**src/rtl/cct_pkg.sv**
```systemverilog
package cct_pkg;
  // control word bit positions
  localparam int CTL_ON    = 0;
  localparam int CTL_RUN   = 1;
  localparam int CTL_ZERO  = 2;
  localparam int CTL_DIV   = 4;
  localparam int CTL_CE0   = 8;
  localparam int CTL_CE1   = 9;
  localparam int CTL_SET1  = 16;
  localparam int CTL_SET0  = 17;
  localparam int CTL_CLR1  = 24;
  localparam int CTL_CLR0  = 25;

  // word map
  localparam int W_CTL   = 0;
  localparam int W_CAPEN = 1;
  localparam int W_SPARE = 2;
  localparam int W_CNT   = 3;
  localparam int W_CAP0  = 4;

  typedef struct packed {
    logic [2:0] div;
    logic       ce1;
    logic       ce0;
    logic       run;
    logic       on;
  } ctl_t;
endpackage

```
**src/rtl/cct_prescale.sv**
```systemverilog
module cct_prescale #(
  parameter int DIV_W = 3
) (
  input  logic             clk,
  input  logic             rst,
  input  logic             en,
  input  logic             restart,
  input  logic [DIV_W-1:0] sel,
  output logic             tick
);
  localparam int PH_W = (1 << DIV_W) - 1;

  logic [PH_W-1:0] phase;
  logic [PH_W-1:0] limit;

  assign limit = PH_W'((PH_W+1)'(1) << sel) - PH_W'(1);
  assign tick  = en && !restart && (phase == limit);

  always_ff @(posedge clk) begin
    if (rst || restart)
      phase <= '0;
    else if (en)
      phase <= (phase == limit) ? '0 : phase + PH_W'(1);
  end
endmodule

```
**src/rtl/cct_compare.sv**
```systemverilog
module cct_compare #(
  parameter int CNT_W = 32
) (
  input  logic             clk,
  input  logic             rst,
  input  logic             en,
  input  logic             step,
  input  logic [CNT_W-1:0] next_cnt,
  input  logic [CNT_W-1:0] cmp_val,
  input  logic             force_hi,
  input  logic             force_lo,
  output logic             pin,
  output logic             evt
);
  logic hit;

  assign hit = en && step && (next_cnt == cmp_val);

  always_ff @(posedge clk) begin
    if (rst) begin
      pin <= 1'b0;
      evt <= 1'b0;
    end else begin
      evt <= hit;
      if (force_lo)
        pin <= 1'b0;
      else if (force_hi)
        pin <= 1'b1;
      else if (hit)
        pin <= ~pin;
    end
  end
endmodule

```
**src/rtl/cct_capture.sv**
```systemverilog
module cct_capture #(
  parameter int CNT_W = 32
) (
  input  logic             clk,
  input  logic             rst,
  input  logic             en,
  input  logic             pin,
  input  logic [CNT_W-1:0] cnt,
  output logic [CNT_W-1:0] held,
  output logic             evt
);
  logic [1:0] sync_q;
  logic       last_q;
  logic       rise;

  assign rise = sync_q[1] && !last_q;

  always_ff @(posedge clk) begin
    if (rst) begin
      sync_q <= '0;
      last_q <= 1'b0;
      held   <= '0;
      evt    <= 1'b0;
    end else begin
      sync_q <= {sync_q[0], pin};
      last_q <= sync_q[1];
      evt    <= en && rise;
      if (en && rise)
        held <= cnt;
    end
  end
endmodule

```
**src/rtl/cct_top.sv**
```systemverilog
module cct_top #(
  parameter int CNT_W   = 32,
  parameter int NUM_CAP = 6,
  parameter int ADDR_W  = 4,
  parameter int DIV_W   = 3
) (
  input  logic               clk,
  input  logic               rst,
  input  logic               wr_en,
  input  logic [ADDR_W-1:0]  addr,
  input  logic [31:0]        wdata,
  output logic [31:0]        rdata,
  input  logic [NUM_CAP-1:0] cap_in,
  output logic [1:0]         cmp_out,
  output logic [1:0]         cmp_evt,
  output logic [NUM_CAP-1:0] cap_evt
);
  import cct_pkg::*;

  localparam int W_CMP0 = W_CAP0 + NUM_CAP;

  ctl_t                            ctl;
  logic [NUM_CAP-1:0]              cap_en;
  logic [CNT_W-1:0]                cnt;
  logic [1:0][CNT_W-1:0]           cmp_val;
  logic [NUM_CAP-1:0][CNT_W-1:0]   cap_val;
  logic                            wr_ctl, wr_cnt, zero_now, tick;
  logic [1:0]                      ce, set_req, clr_req;
  logic [31:0]                     rd_nx;

  assign wr_ctl   = wr_en && (addr == ADDR_W'(W_CTL));
  assign wr_cnt   = wr_en && (addr == ADDR_W'(W_CNT));
  assign zero_now = wr_ctl && wdata[CTL_ZERO];
  assign ce       = {ctl.on && ctl.ce1, ctl.on && ctl.ce0};
  assign set_req  = {wr_ctl && wdata[CTL_SET1], wr_ctl && wdata[CTL_SET0]};
  assign clr_req  = {wr_ctl && wdata[CTL_CLR1], wr_ctl && wdata[CTL_CLR0]};

  // register file
  always_ff @(posedge clk) begin
    if (rst) begin
      ctl     <= '0;
      cap_en  <= '0;
      cmp_val <= '0;
    end else if (wr_en) begin
      if (addr == ADDR_W'(W_CTL)) begin
        ctl.on  <= wdata[CTL_ON];
        ctl.run <= wdata[CTL_RUN];
        ctl.div <= wdata[CTL_DIV +: DIV_W];
        ctl.ce0 <= wdata[CTL_CE0];
        ctl.ce1 <= wdata[CTL_CE1];
      end
      if (addr == ADDR_W'(W_CAPEN))
        cap_en <= wdata[NUM_CAP-1:0];
      for (int k = 0; k < 2; k++)
        if (addr == ADDR_W'(W_CMP0 + k))
          cmp_val[k] <= wdata[CNT_W-1:0];
    end
  end

  cct_prescale #(.DIV_W(DIV_W)) u_psc (
    .clk     (clk),
    .rst     (rst),
    .en      (ctl.on && ctl.run),
    .restart (zero_now || wr_cnt),
    .sel     (ctl.div),
    .tick    (tick)
  );

  // free-running count: clear beats load beats step
  always_ff @(posedge clk) begin
    if (rst || zero_now)
      cnt <= '0;
    else if (wr_cnt)
      cnt <= wdata[CNT_W-1:0];
    else if (tick)
      cnt <= cnt + CNT_W'(1);
  end

  for (genvar k = 0; k < 2; k++) begin : g_cmp
    cct_compare #(.CNT_W(CNT_W)) u_cmp (
      .clk      (clk),
      .rst      (rst),
      .en       (ce[k]),
      .step     (tick),
      .next_cnt (cnt + CNT_W'(1)),
      .cmp_val  (cmp_val[k]),
      .force_hi (set_req[k]),
      .force_lo (clr_req[k]),
      .pin      (cmp_out[k]),
      .evt      (cmp_evt[k])
    );
  end

  for (genvar i = 0; i < NUM_CAP; i++) begin : g_cap
    cct_capture #(.CNT_W(CNT_W)) u_cap (
      .clk  (clk),
      .rst  (rst),
      .en   (ctl.on && cap_en[i]),
      .pin  (cap_in[i]),
      .cnt  (cnt),
      .held (cap_val[i]),
      .evt  (cap_evt[i])
    );
  end

  // registered read path
  always_comb begin
    rd_nx = '0;
    if (addr == ADDR_W'(W_CTL)) begin
      rd_nx[CTL_ON]             = ctl.on;
      rd_nx[CTL_RUN]            = ctl.run;
      rd_nx[CTL_DIV +: DIV_W]   = ctl.div;
      rd_nx[CTL_CE0]            = ctl.ce0;
      rd_nx[CTL_CE1]            = ctl.ce1;
      rd_nx[CTL_SET0]           = cmp_out[0];
      rd_nx[CTL_CLR0]           = cmp_out[0];
      rd_nx[CTL_SET1]           = cmp_out[1];
      rd_nx[CTL_CLR1]           = cmp_out[1];
    end
    if (addr == ADDR_W'(W_CAPEN))
      rd_nx[NUM_CAP-1:0] = cap_en;
    if (addr == ADDR_W'(W_CNT))
      rd_nx[CNT_W-1:0] = cnt;
    for (int i = 0; i < NUM_CAP; i++)
      if (addr == ADDR_W'(W_CAP0 + i))
        rd_nx[CNT_W-1:0] = cap_val[i];
    for (int k = 0; k < 2; k++)
      if (addr == ADDR_W'(W_CMP0 + k))
        rd_nx[CNT_W-1:0] = cmp_val[k];
  end

  always_ff @(posedge clk) begin
    if (rst)
      rdata <= '0;
    else
      rdata <= rd_nx;
  end
endmodule

```
**config.mk**
```make
export PLATFORM = sky130hd
export DESIGN_NAME = cct_top
export DESIGN_NICKNAME = d
export VERILOG_FILES = /design/src/rtl/cct_pkg.sv /design/src/rtl/cct_prescale.sv /design/src/rtl/cct_compare.sv /design/src/rtl/cct_capture.sv /design/src/rtl/cct_top.sv
export SDC_FILE = /design/constraint.sdc
export NUM_CORES = 1
export LEC_CHECK = 0
export ABC_CLOCK_PERIOD_IN_PS = 2900
export BUFFER_PORTS_ARGS = -buffer_cell sky130_fd_sc_hd__buf_2
export CAP_MARGIN = 20
export CORE_ASPECT_RATIO = 1.75
export CORE_MARGIN = 3
export CORE_UTILIZATION = 40
export CTS_BUF_LIST = sky130_fd_sc_hd__clkbuf_4 sky130_fd_sc_hd__clkbuf_8 sky130_fd_sc_hd__clkbuf_16
export CTS_CLUSTER_SIZE = 14
export DETAILED_ROUTE_END_ITERATION = 7
export HOLD_SLACK_MARGIN = 0.03
export PLACE_DENSITY = 0.61
export SYNTH_ARGS = -nofsm -noshare
export SYNTH_HDL_FRONTEND = slang
export SYNTH_SLANG_ARGS = --single-unit
```
**constraint.sdc**
```tcl
create_clock -name clk -period 2.9 [get_ports clk]
set_input_delay 0.29 -clock clk [delete_from_list [all_inputs] [get_ports clk]]
set_output_delay 0.29 -clock clk [all_outputs]
set_load 0.05 [all_outputs]
```
### Word-level counts from Yosys, hierarchy flattened

Cells that the tools add are included.

* bits in registers: 368
* bits of input ports: 45
* output and inout port bits: 42
* logic and storage cells: 133

* add/sub/neg operators: 3
* equality and inequality tests: 13
* shift operators: 1
* mux-type cells: 21
* bitwise operators: 2
* reduce and logical (&&, ||, !) cells: 54

Operator list (number)
* $mux W32: 11
* $eq A32 B32 Y1: 2
* $logic_and A1 B1 Y1: 34
* $add A32 B1 Y32 const B: 1
* $eq A4 B3 Y1 const B: 4
* $eq A4 B4 Y1 const B: 4
* $reduce_and A2 Y1: 4
* $add A7 B1 Y7 const B: 1
* $eq A7 B7 Y1: 1
* $logic_not A1 Y1: 7
* $mux W7: 1
* $shl A1 B3 Y7 const A: 1
* $sub A7 B2 Y7 const B: 1
* $mux W2: 3
* $mux W6: 1
* $reduce_bool A2 Y1: 3
* $eq A4 B1 Y1 const B: 1
* $eq A4 B2 Y1 const B: 1
* $logic_not A4 Y1: 1
* $mux W1: 4
* $reduce_or A2 Y1: 2
* $logic_or A1 B1 Y1: 3
* $mux W3: 1
* $not A1 Y1: 2

### Logic depth before layout (Yosys ltp)

Gate-level depths: netlist of run 1.

* depth in word-level cells: 12
* mapped depth: 16
* gate-level depth less buffers: 12

### Hierarchy

Synthesis of run 1 repeated with hierarchy kept, for this count alone.

* cell total of the unflattened synthesis: 2186
* area total of the unflattened synthesis: 19511.2 um^2

Modules (own cells, without submodules)
* cct_capture: times used 6, cells an instance 148, area each 1581.5 um^2, seq. area each 720.7 um^2
* cct_top: times used 1, cells an instance 1139, area each 8657.1 um^2, seq. area each 2822.7 um^2
* cct_compare: times used 2, cells an instance 52, area each 431.7 um^2, seq. area each 40.0 um^2
* cct_prescale: times used 1, cells an instance 55, area each 501.7 um^2, seq. area each 140.1 um^2

### Worst setup path after synthesis of run 1

No wires, ideal clock.

* path kind: register to register
* start point: register ctl[5] in the netlist's numbering
* end point: register cnt[18]
* library setup time: 0.128 ns
* arrival time: 3.101 ns
* required time: 2.772 ns
* path slack: -0.329 ns
* stages on the path, launching flop included: 17
* path buffers: 4
* period minus slack after synthesis: 3.229 ns
* cell sequence: dfxtp_1 -> clkbuf_1 -> nor2_1 -> nand2_1 -> ha_1 -> clkbuf_1 -> or4b_1 -> nand3_1 -> a32oi_1 -> a221oi_1 -> nand2_1 -> nand2b_1 -> buf_2 -> clkbuf_1 -> o21ai_0 -> a221oi_1 -> nor2_1

* word-level cells in the longest chain between the ends: 5

RTL lines
* from (decl): RTL line cct_top.sv:22 `ctl_t ctl;`
* $shl A1 B3 Y7: RTL line cct_prescale.sv:16 `assign limit = PH_W'((PH_W+1)'(1) << sel) - PH_W'(1);`
* $sub A7 B2 Y7: RTL line cct_prescale.sv:16
* $eq A7 B7 Y1: RTL line cct_prescale.sv:17 `assign tick = en && !restart && (phase == limit);`
* $logic_and A1 B1 Y1: RTL line cct_prescale.sv:17
* $reduce_bool A2 Y1 (no line)
* to (signal assigned): RTL line cct_top.sv:74 `cnt <= wdata[CNT_W-1:0];`
* to (signal assigned): RTL line cct_top.sv:76 `cnt <= cnt + CNT_W'(1);`
* to (decl): RTL line cct_top.sv:24 `logic [CNT_W-1:0] cnt;`

Every way passes these cells.
A chain may end at the register's enable or synchronous reset.

### Worst setup path after layout of run 1

* start point: register ctl[5] in the netlist's numbering
* end point: register cnt[6]

The elaborated chain is that of the path after synthesis.

==> results_dict.tcl, run 1 <==
set metrics [dict create \
    p_per_area_mw_per_mm2 493.7 \
    drv_cap 0 \
    h-tree-depth 2 \
    wl_per_cell_um 22.72 \
    reg2reg_from "ctl[5]$_SDFFE_PP0P_" \
    slowest_stage "or4b_4" \
    synthesis.instances 2339 \
    max_stage_delay_ns 0.48 \
    synth_top_area_cell "dfxtp_1" \
    critPathMaxFanout 8 \
    run_status "finished with violations" \
    async_reset_ff_share_pct 0 \
    drt_iter0_drc 1537 \
    power_w 0.01062 \
    leakage_nw 7.601 \
    whs_ns 0.04663 \
    ir_worst_vdd_mv 0.4470 \
    synth_cell_types 75 \
    syn_area_per_cell_um2 7.530 \
    drive_above_1_share_pct 18.97 \
    clock_skew_ns 0.01400 \
    violations "negative setup slack" \
    timing.fmax_mhz 334.7 \
    dieArea_mm2 0.04668 \
    setup_viol 15 \
    tritoncts "built" \
    syn_nets 2387 \
    start_kind "flip-flop" \
    maxSlewViolCount 0 \
    n_fill_cell 4229 \
    rsz0062_at_grt "true" \
    fin_tns_setup_ns -0.5820 \
    critical_path_class "flip-flop to flip-flop" \
    slew_headroom_pct 55.28 \
    grt_pass1_vias 17172 \
    antenna_found_initial 1 \
    drt-pass1-iter-count 5 \
    hold_viol_final 0 \
    via_per_inst 5.835 \
    tightestPinTransition_ns 0.6708 \
    ys_top_cells_by_count "nand2_1 (629), dfxtp_1 (368), a21oi_1 (363)" \
    yosysTopAreaCellShare_pct 41.83 \
    post-place-cells 2962 \
    startpoint "ctl[5]$_SDFFE_PP0P_" \
    route.vias.total 17856 \
    ys_seq_area_share_pct 41.83 \
    ys_seq_elements 368 \
    path_clk_slew_ns 0.06 \
    cts_sinks 368 \
    rrSetupSlack_ns -0.09 \
    ff2ff_path_depth 15 \
    wl_um 69510 \
    nets 2518 \
    overflow 0 \
    crit_arrival_ns 3.41 \
    yosysMostFrequentCell "nand2_1" \
    path_cells "nor2_4 -> nand2_2 -> ha_4 -> or4b_4 -> nand3_2 -> a32oi_2 -> a221oi_2 -> clkbuf_16 -> nand2_8 -> buf_6 -> nand2b_4 -> buf_12 -> o21ai_1 -> a221oi_1 -> nor2_1" \
    numCtsBuffers 36 \
    grt_use_total_pct 28.99 \
    yosys_warnings 0 \
    r2r_end "cnt[6]$_SDFFE_PP0P_" \
    grt_pass1_wl_um 103700 \
    setup_slack_ns -0.08777 \
    routabilityCongestion 1.070 \
    synth_area_leaders "dfxtp_1 (42%), nand2_1 (13%), a21oi_1 (10%), clkbuf_1 (4.1%), xnor2_1 (2.7%)" \
    num_antenna_cells 0 \
    dp_hpwl_um 48680 \
    synth-edff-count 0 \
    die_w_um 164.6 \
    row_count 101 \
    synthToLayoutAreaGrowth_pct 22.19 \
    period_share_pct 103.0 \
    die_y_um 283.6 \
    layout_min_cycle_time_ns 2.988 \
    min_path_type "input port to flip-flop" \
    antenna_left 0 \
    clock_path_buffers 3 \
    initial_core_util_pct 40.51 \
    stdcell_count 3060 \
    boundaryPins 87 \
    drc 0 \
    grt_start_max_net_pins 97 \
    worstSkewPairLatency_ns 0.55 \
    core_area_mm2 0.04347 \
    syn_area_mm2 0.01761 \
    required_ns 3.32 \
    cts_root_buffer "clkbuf_16" \
    synthFlopType "dfxtp_1" \
    cp-endpoint "cnt[6]$_SDFFE_PP0P_" \
    io_buffers 86 \
    crit_path_end_kind "flip-flop" \
]
[where the power goes]
part	leakage, nW	switching, W	total [W]	internal, W
Sequential	2.97	0.0000333	0.00513	0.00510
Combinational	4.04	0.000489	0.000719	0.000230
Clock	0.588	0.00206	0.00478	0.00272
[critical path: cells and delay by family (launching register included)]
family / cells / cell delay [ns]
flops: 1 / 0.34
buf+inv: 3 / 0.54
compound gates: 4 / 0.79
simple gates: 7 / 1.02
fa+ha+maj: 1 / 0.17
[worst min-delay path by stage]
stage                                         from  cells after the start                                   to
2_1_floorplan                            wdata[24]                      1      g_cmp[1].u_cmp.pin$_SDFFE_PP0P_
3_3_place_gp   g_cap[4].u_cap.sync_q[0]$_SDFF_PP0_                      1  g_cap[4].u_cap.sync_q[1]$_SDFF_PP0_
3_5_place_dp   g_cap[1].u_cap.sync_q[0]$_SDFF_PP0_                      1  g_cap[1].u_cap.sync_q[1]$_SDFF_PP0_
4_1_cts                                  wdata[26]                      3             cmp_val[26]$_SDFFE_PP0P_
5_1_grt                                  wdata[26]                      3             cmp_val[58]$_SDFFE_PP0P_
6_report                                 wdata[26]                      3             cmp_val[58]$_SDFFE_PP0P_
[logic make-up after synthesis]
| kind of cell | after synthesis | share of synthesized area (%) |
|---|---|---|
| AOI/OAI and AO/OA | 618 | 20.64 |
| buffers and inverters | 243 | 5.556 |
| adders and majority gates | 3 | 0.2132 |
| muxes | 49 | 2.934 |
| xor gates and xnor gates | 88 | 4.454 |
| DFF | 368 | 41.83 |
| and+or+nand+nor | 970 | 24.37 |
[per-stage QoR]
| stage | utilization, % | instance area (µm²) | worst slack, ns |
|---|---|---|---|
| global route | 49.50 | 21520 | -0.2234 |
| finish | 49.50 | 21520 | -0.08777 |
| detailed placement | 44.76 | 19460 | -0.4918 |
| floorplan | - | 17670 | 0.003312 |
| global placement | 44.76 | 19460 | -0.4563 |
| CTS | 48.64 | 21140 | -0.1687 |
[cell type report]
cell class	instances	area [µm²]	area share, %
Clock inverter	8	81.33	0.3779
Tap cell	566	708.2	3.291
Inverter	17	63.81	0.2965
Multi-Input combinational cell	1728	9764	45.37
Sequential cell	368	7372	34.26
Clock buffer	54	1097	5.099
Timing Repair Buffer	319	2432	11.30
[placed cells by master, fill, tap and decap left out, types with 8 or more instances in the layout]
cell | synthesis | final
nand2b_1 | 18 | 17
and3_1 | 16 | 16
nor4_1 | 17 | 12
dlygate4sd3_1 | 0 | 27
a21oi_1 | 363 | 357
a221oi_1 | 39 | 25
nor3_1 | 31 | 22
clkbuf_4 | 0 | 10
nor3b_1 | 10 | 10
nor3_2 | 2 | 10
mux2i_1 | 28 | 28
o22ai_1 | 10 | 10
nand2_1 | 629 | 622
buf_4 | 13 | 188
buf_12 | 0 | 8
xnor2_1 | 55 | 54
nand3_1 | 34 | 32
nand4_1 | 15 | 15
o21ai_0 | 87 | 66
a31oi_1 | 18 | 18
dfxtp_1 | 368 | 364
mux2_2 | 21 | 21
o21ai_2 | 0 | 13
clkbuf_16 | 0 | 38
inv_1 | 16 | 16
nor2b_1 | 27 | 26
a22oi_1 | 22 | 22
nor2_1 | 111 | 106
a22o_1 | 8 | 8
a221oi_2 | 1 | 15
o221ai_1 | 15 | 15
o21ai_1 | 2 | 9
and2_1 | 10 | 9
xor2_1 | 32 | 30
buf_2 | 14 | 85
[timing repair]
item | CTS | global route
hold endpoints to repair | 47 | 0
setup endpoints to repair | 30 | 35
cloned | 1 | 0
gates resized for setup | 34 | 94
hold buffers | 27 | 0
pin swaps | 18 | 36
setup buffers | 7 | 5
[metal layers]
layer | up-vias | global-route usage (%) | share of wire (%)
met2 | 791 | 48.92 | 49
li1 | 8270 | - | -
met3 | 257 | 4.075 | 6.3
met5 | - | 0 | 0
met4 | 0 | 20.19 | 8.2
met1 | 8538 | 33.19 | 37
[registers in the layout, indices dropped and copies added, names as in the netlist]
register	cells
g_cmp.u_cmp.pin	2
rdata	32
g_cap.u_cap.sync_q	12
g_cap.u_cap.evt	6
cmp_val	64
cap_en	6
cnt	32
g_cap.u_cap.last_q	6
g_cmp.u_cmp.evt	2
ctl	7
g_cap.u_cap.held	192
u_psc.phase	7
Power figures use the tool's default switching activity.
==> inputs of run 2 (changes only) <==
ABC_AREA = 1   (was unset)
==> run 2 against run 1 <==
  * The run now ends clean
  * Combinational power decreased by 8.6%
  * Critical endpoint is now g_cmp[1].u_cmp.evt$_SDFF_PP0_
  * Highest routed layer unchanged
  * Largest cell class unchanged
  * Routed wire length decreased by 6.1%
  * Hold slack improved by 0.0023 ns
  * Utilization decreased by 2.2 points
  * Clock skew decreased by 0.0038 ns
  * Critical path depth decreased by 1
  * Cell area decreased by 9.4%
  * Global-route usage decreased by 0.52 points
  * Via count decreased by 5.5%
  * Critical path type unchanged
  * First-iteration DRC count increased by 9.2%
==> results_dict.tcl, run 2 <==
set metrics [dict create \
    wl_per_cell_um 21.58 \
    routabilityCongestion 1.003 \
    tritoncts "built" \
    rsz0062_at_grt "false" \
    yosysTopAreaCellShare_pct 43.87 \
    leakage_nw 7.779 \
    path_clk_slew_ns 0.06 \
    drt_iter0_drc 1679 \
    internal_power_w 0.007986 \
    synthFlopType "dfxtp_1" \
    largest_reg_flops 192 \
    max_stage_delay_ns 0.46 \
    worstSkewPairLatency_ns 0.54 \
    multi_input_area_mm2 0.008239 \
    syn_area_per_cell_um2 7.123 \
    synthesis.instances 2358 \
    route.vias.total 16872 \
    path_cells "nand2_1 -> buf_4 -> nor2_4 -> nand2_2 -> nor2_4 -> nand2_1 -> nand2_1 -> xor2_1 -> buf_4 -> a21oi_1 -> nand3_1 -> nor2_2 -> nand4_1 -> nor2_1" \
    drive_above_1_share_pct 13.67 \
    p_clk_share_pct 45.1 \
    row_count 98 \
    synth-edff-count 0 \
    place_ws_ns -0.1834 \
    required_ns 3.36 \
    final_cell_mix "nand2_1 (502), dfxtp_1 (366), a21oi_1 (313)" \
    drc 0 \
    async_reset_ff_share_pct 0 \
    dp_hpwl_um 47970 \
    setup_viol 0 \
    ys_seq_elements 368 \
    cts_root_buffer "clkbuf_16" \
    whs_ns 0.04895 \
    core_area_mm2 0.04120 \
    slew_headroom_pct 52.28 \
    hold_viol_final 0 \
    ys_top_cells_by_count "nand2_1 (504), dfxtp_1 (368), a21oi_1 (313)" \
    start_kind "flip-flop" \
    grt_pass1_wl_um 97680 \
    largest_registers "g_cap.u_cap.held (192), cmp_val (64)" \
    slowest_stage "dfxtp_1" \
    antenna_left 0 \
    p_comb_share_pct 6.2 \
    synthToLayoutAreaGrowth_pct 16.09 \
    synth_top_area_cell "dfxtp_1" \
    drv_cap 0 \
    yosysMostFrequentCell "nand2_1" \
    swShare_pct 24.34 \
    grt_use_total_pct 28.47 \
    drt-pass1-iter-count 6 \
    io_buffers 86 \
    tightestPinTransition_ns 0.7157 \
    ir_worst_vdd_mv 0.3712 \
    top_register "g_cap.u_cap.held" \
    critical_path_class "flip-flop to flip-flop" \
    seq_power_share_pct 48.7 \
    h-tree-depth 2 \
    dieArea_mm2 0.04458 \
    crit_arrival_ns 3.27 \
    crit_top_cell "nand2_1" \
    wl_um 65270 \
    period_share_pct 96.65 \
    run_status "complete, no violations" \
    numCtsBuffers 37 \
    synth_cell_types 42 \
    crit_path_end_kind "flip-flop" \
    layout_commonest_cell "nand2_1" \
    antenna_found_initial 1 \
    timing.fmax_mhz 356.8 \
    yosys_warnings 0 \
    setup_slack_ns 0.09713 \
    clock_path_buffers 3 \
    maxSlewViolCount 0 \
    overflow 0 \
    via_per_inst 5.579 \
    syn_area_mm2 0.01679 \
    initial_core_util_pct 40.76 \
    n_fill_cell 4164 \
    boundaryPins 87 \
    synth_area_leaders "dfxtp_1 (44%), nand2_1 (11%), a21oi_1 (9.3%), o21ai_0 (9.3%), inv_1 (3.9%)" \
    grt_pass1_vias 16133 \
    p_per_area_mw_per_mm2 541.4 \
    fin_util_pct 47.32 \
    die_y_um 277.1 \
    switching_power_w 0.002569 \
    die_w_um 160.9 \
    critPathMaxFanout 5 \
    cts_sinks 368 \
    ys_seq_area_share_pct 43.87 \
    seq_area_mm2 0.007370 \
    grt_start_max_net_pins 78 \
    layout_min_cycle_time_ns 2.803 \
    clock_skew_ns 0.01022 \
    syn_nets 2406 \
    min_path_type "input port to flip-flop" \
    nets 2496 \
]
## run 2: changes by cell type after synthesis, moves of 45 or more
cell,change
nor2_1,+45
inv_1,+160
clkbuf_1,-74
o21ai_0,+225
nand2_1,-125
nand3_1,+93
a21oi_1,-50
xnor2_1,-50
## run 2: final cells by class
cell class                 count  area share (%)
antenna                        1         0.01283
inverter                     194           3.761
tap                          550           3.529
sequential                   368           37.80
clock inverter                11          0.4620
timing repair buffer         192           6.623
clock buffer                  53           5.557
multi-input combinational   1655           42.26
## run 2: per-stage QoR
stage	setup TNS, ns	power (W)	cell area (µm²)	std cells
6_report	0	0.01056	19500	3024
5_1_grt	0	0.01088	19500	3024
4_1_cts	0	0.01063	19440	3021
3_5_place_dp	-0.1834	0.005886	18200	2951
3_3_place_gp	-0.2207	0.005886	18200	2951
2_1_floorplan	0	0.005591	16790	2358
## run 2: power groups by stage
stage	logic, W	registers, W	clock network [W]
after floorplan	0.000315	0.00528	0
after global placement	0.000634	0.00525	0
after detailed placement	0.000634	0.00525	0
after CTS	0.000644	0.00514	0.00485
after global routing	0.000705	0.00514	0.00504
final	0.000657	0.00514	0.00476
## run 2: kinds of logic after synthesis
group                      Yosys count  share of synthesized area (%)
AOI/OAI and AO/OA                  729                          23.16
buffers and inverters              335                          7.793
DFF                                368                          43.87
and+or+nand+nor                    894                          23.44
adders and majority gates            3                         0.2235
xor gates and xnor gates            29                          1.512
## run 2: repair_timing
action | 4_1_cts | 5_1_grt
resized for setup | 3 | 9
endpoints found under the hold margin | 6 | 0
buffers inserted | 0 | 2
hold buffers | 6 | 0
endpoints found under the setup margin | 1 | 4
pin swaps | 0 | 2
## run 2: final timing paths
check                                           start                             endpoint  slack (ns)  cells past startpoint
setup / recovery                  cnt[7]$_SDFFE_PP0P_        g_cmp[1].u_cmp.evt$_SDFF_PP0_         0.1                     14
hold / removal                              wdata[23]                 cnt[23]$_SDFFE_PP0P_        0.05                      3
setup reg to reg                  cnt[7]$_SDFFE_PP0P_        g_cmp[1].u_cmp.evt$_SDFF_PP0_         0.1                     14
hold reg to reg   g_cap[0].u_cap.sync_q[0]$_SDFF_PP0_  g_cap[0].u_cap.sync_q[1]$_SDFF_PP0_        0.40                      2
## run 2: metal layers
layer | up-vias | share of wire, % | global-route usage, %
li1 | 8108 | - | -
met1 | 7893 | 38 | 33.17
met2 | 685 | 49 | 49.46
met3 | 186 | 5.7 | 2.948
met4 | 0 | 7.5 | 18.11
met5 | - | 0 | 0
## run 2: worst max-delay path, delay by kind of cell (launching register included)
kind	cells	cell delay [ns]
simple gates	10	1.68
compound gates	1	0.17
flops	1	0.46
xor+xnor	1	0.10
buf+inv	2	0.31
==> inputs of run 3 (changes only) <==
CTS_CLUSTER_DIAMETER = 150   (was unset)
GPL_TIMING_DRIVEN = 0   (was unset)
==> run 3 against run 2 <==
  * Routed wire length up 8.9%
  * Die area unchanged
  * Power down 8.7%
  * Worst setup slack worse by 0.072 ns
  * Cell count up 1.3%
  * Global-route usage up 2.4 points
  * Sequential cell count unchanged
  * Hold slack worse by 0.0033 ns
  * Sequential share of layout area up 0.72 points
  * Clock skew up 0.014 ns
  * Critical path type unchanged
  * Largest cell class unchanged
  * Largest power group unchanged
==> results_dict.tcl, run 3 (synthesis results as in run 2) <==
set metrics [dict create \
    clock_path_buffers 3 \
    hold_viol_final 0 \
    antenna_left 0 \
    swShare_pct 25.66 \
    largest_reg_flops 192 \
    overflow 0 \
    route.vias.total 17620 \
    p_clk_share_pct 39.7 \
    period_share_pct 99.13 \
    drv_cap 0 \
    p_comb_share_pct 7.0 \
    min_path_type "input port to flip-flop" \
    switching_power_w 0.002472 \
    seq_area_mm2 0.007367 \
    timing.fmax_mhz 347.9 \
    numCtsBuffers 30 \
    grt_pass1_vias 17152 \
    max_stage_delay_ns 0.44 \
    drive_above_1_share_pct 8.874 \
    crit_path_end_kind "flip-flop" \
    post-place-cells 2993 \
    internal_power_w 0.007162 \
    start_kind "flip-flop" \
    multi_input_area_mm2 0.008172 \
    cts_root_buffer "clkbuf_16" \
    power_w 0.009634 \
    wl_um 71110 \
    leakage_nw 7.436 \
    rsz0062_at_grt "false" \
    p_per_area_mw_per_mm2 503.7 \
    stdcell_count 3064 \
    boundaryPins 87 \
    rrSetupSlack_ns 0.03 \
    grt_use_total_pct 30.86 \
    critPathMaxFanout 6 \
    slowest_stage "dfxtp_1" \
    tightestPinTransition_ns 1.233 \
    required_ns 3.40 \
    critical_path_class "flip-flop to flip-flop" \
    dp_hpwl_um 56420 \
    die_w_um 160.9 \
    cts_sinks 368 \
    layout_commonest_cell "nand2_1" \
    drc 0 \
    grt_start_max_net_pins 15 \
    path_clk_slew_ns 0.08 \
    path_delay_family "simple AND/OR/NAND/NOR gates" \
    routabilityCongestion 1.000 \
    path_cells "nand2_1 -> nor2_2 -> nand2_1 -> nor2_4 -> nand2_1 -> nand3_1 -> nand3_1 -> a21oi_1 -> nand4_1 -> nor2_1 -> nand3_1 -> nor2_2" \
    setup_viol 0 \
    largest_registers "g_cap.u_cap.held (192), cmp_val (64)" \
    layout_min_cycle_time_ns 2.875 \
    clock_skew_ns 0.02377 \
    die_y_um 277.1 \
    row_count 98 \
    seq_power_share_pct 53.3 \
    tritoncts "built" \
    path_buf_inv 0 \
    h-tree-depth 1 \
    io_buffers 84 \
    drt-pass1-iter-count 6 \
    via_per_inst 5.751 \
    drt_iter0_drc 1916 \
    final_cell_mix "nand2_1 (503), dfxtp_1 (368), a21oi_1 (313)" \
    run_status "complete, no violations" \
    core_area_mm2 0.04120 \
    top_register "g_cap.u_cap.held" \
    maxSlewViolCount 0 \
    n_fill_cell 4247 \
    initial_core_util_pct 40.76 \
    wl_per_cell_um 23.21 \
    ir_worst_vdd_mv 0.5107 \
    grt_pass1_wl_um 104600 \
    slew_headroom_pct 17.13 \
    synthToLayoutAreaGrowth_pct 13.88 \
    crit_arrival_ns 3.38 \
    worstSkewPairLatency_ns 0.61 \
    nets 2561 \
    antenna_found_initial 1 \
    dieArea_mm2 0.04458 \
]
run 3: cell count changes in the layout (fill, tap and decap cells not counted), moves of 7 or more:
cell / change
buf_4: -80
clkbuf_1: +119
clkbuf_4: -9
clkinv_2: -7
dlygate4sd3_1: +28
run 3: power by group through the flow:
stage | Sequential (W) | Combinational, W | Clock (W)
finish | 0.00514 | 0.000676 | 0.00382
global route | 0.00514 | 0.000718 | 0.00400
CTS | 0.00514 | 0.000658 | 0.00385
detailed placement | 0.00525 | 0.000617 | 0
global placement | 0.00525 | 0.000614 | 0
floorplan | 0.00528 | 0.000315 | 0
run 3: repair_timing:
action,in CTS,in global routing
cloned,0,0
endpoints found under the hold margin,52,0
buffers inserted,2,2
gates resized for setup,8,10
endpoints found under the setup margin,5,33
pin swaps,1,1
hold buffers,34,0
run 3: metrics by stage:
stage / worst slack (ns) / utilization (%) / hold WS, ns / TNS, ns / cell area [µm²]
2_1_floorplan: 0.8015 / - / 0.3883 / 0 / 16790
3_3_place_gp: -0.6334 / 43.46 / 0.3920 / -21.27 / 17900
3_5_place_dp: -0.6215 / 43.47 / 0.3959 / -21.29 / 17910
4_1_cts: 0.02421 / 46.31 / 0.03046 / 0 / 19080
5_1_grt: 0.01708 / 46.42 / 0.04912 / 0 / 19130
6_report: 0.02534 / 46.42 / 0.04561 / 0 / 19130
run 3: worst min-delay path: stages:
cell and delay, ns:
buf_2 0.16, nand3_1 0.09, a21oi_1 0.06
run 3: layout make-up:
| type | count | area share, % |
|---|---|---|
| clock inverter | 1 | 0.05888 |
| sequential | 368 | 38.52 |
| clock buffer | 31 | 4.056 |
| inverter | 194 | 3.807 |
| antenna | 1 | 0.01308 |
| buffer | 141 | 3.049 |
| tap | 550 | 3.598 |
| timing repair buffer | 123 | 4.174 |
| multi-input combinational | 1655 | 42.73 |
run 3: per-layer routing:
| layer | global-route usage [%] | up-vias | routed length [µm] |
|---|---|---|---|
| li1 | - | 8237 | - |
| met1 | 33.60 | 8250 | 25740 |
| met2 | 53.85 | 847 | 34470 |
| met3 | 3.337 | 286 | 3973 |
| met4 | 24.49 | 0 | 6927 |
| met5 | 0 | - | 0 |
run 3: final timing paths:
check,startpoint,to,cells past startpoint
setup / recovery,cnt[12]$_SDFFE_PP0P_,g_cmp[0].u_cmp.evt$_SDFF_PP0_,12
setup reg to reg,cnt[12]$_SDFFE_PP0P_,g_cmp[0].u_cmp.evt$_SDFF_PP0_,12
hold / removal,wdata[1],cmp_val[33]$_SDFFE_PP0P_,3
hold reg to reg,g_cap[1].u_cap.sync_q[0]$_SDFF_PP0_,g_cap[1].u_cap.sync_q[1]$_SDFF_PP0_,2
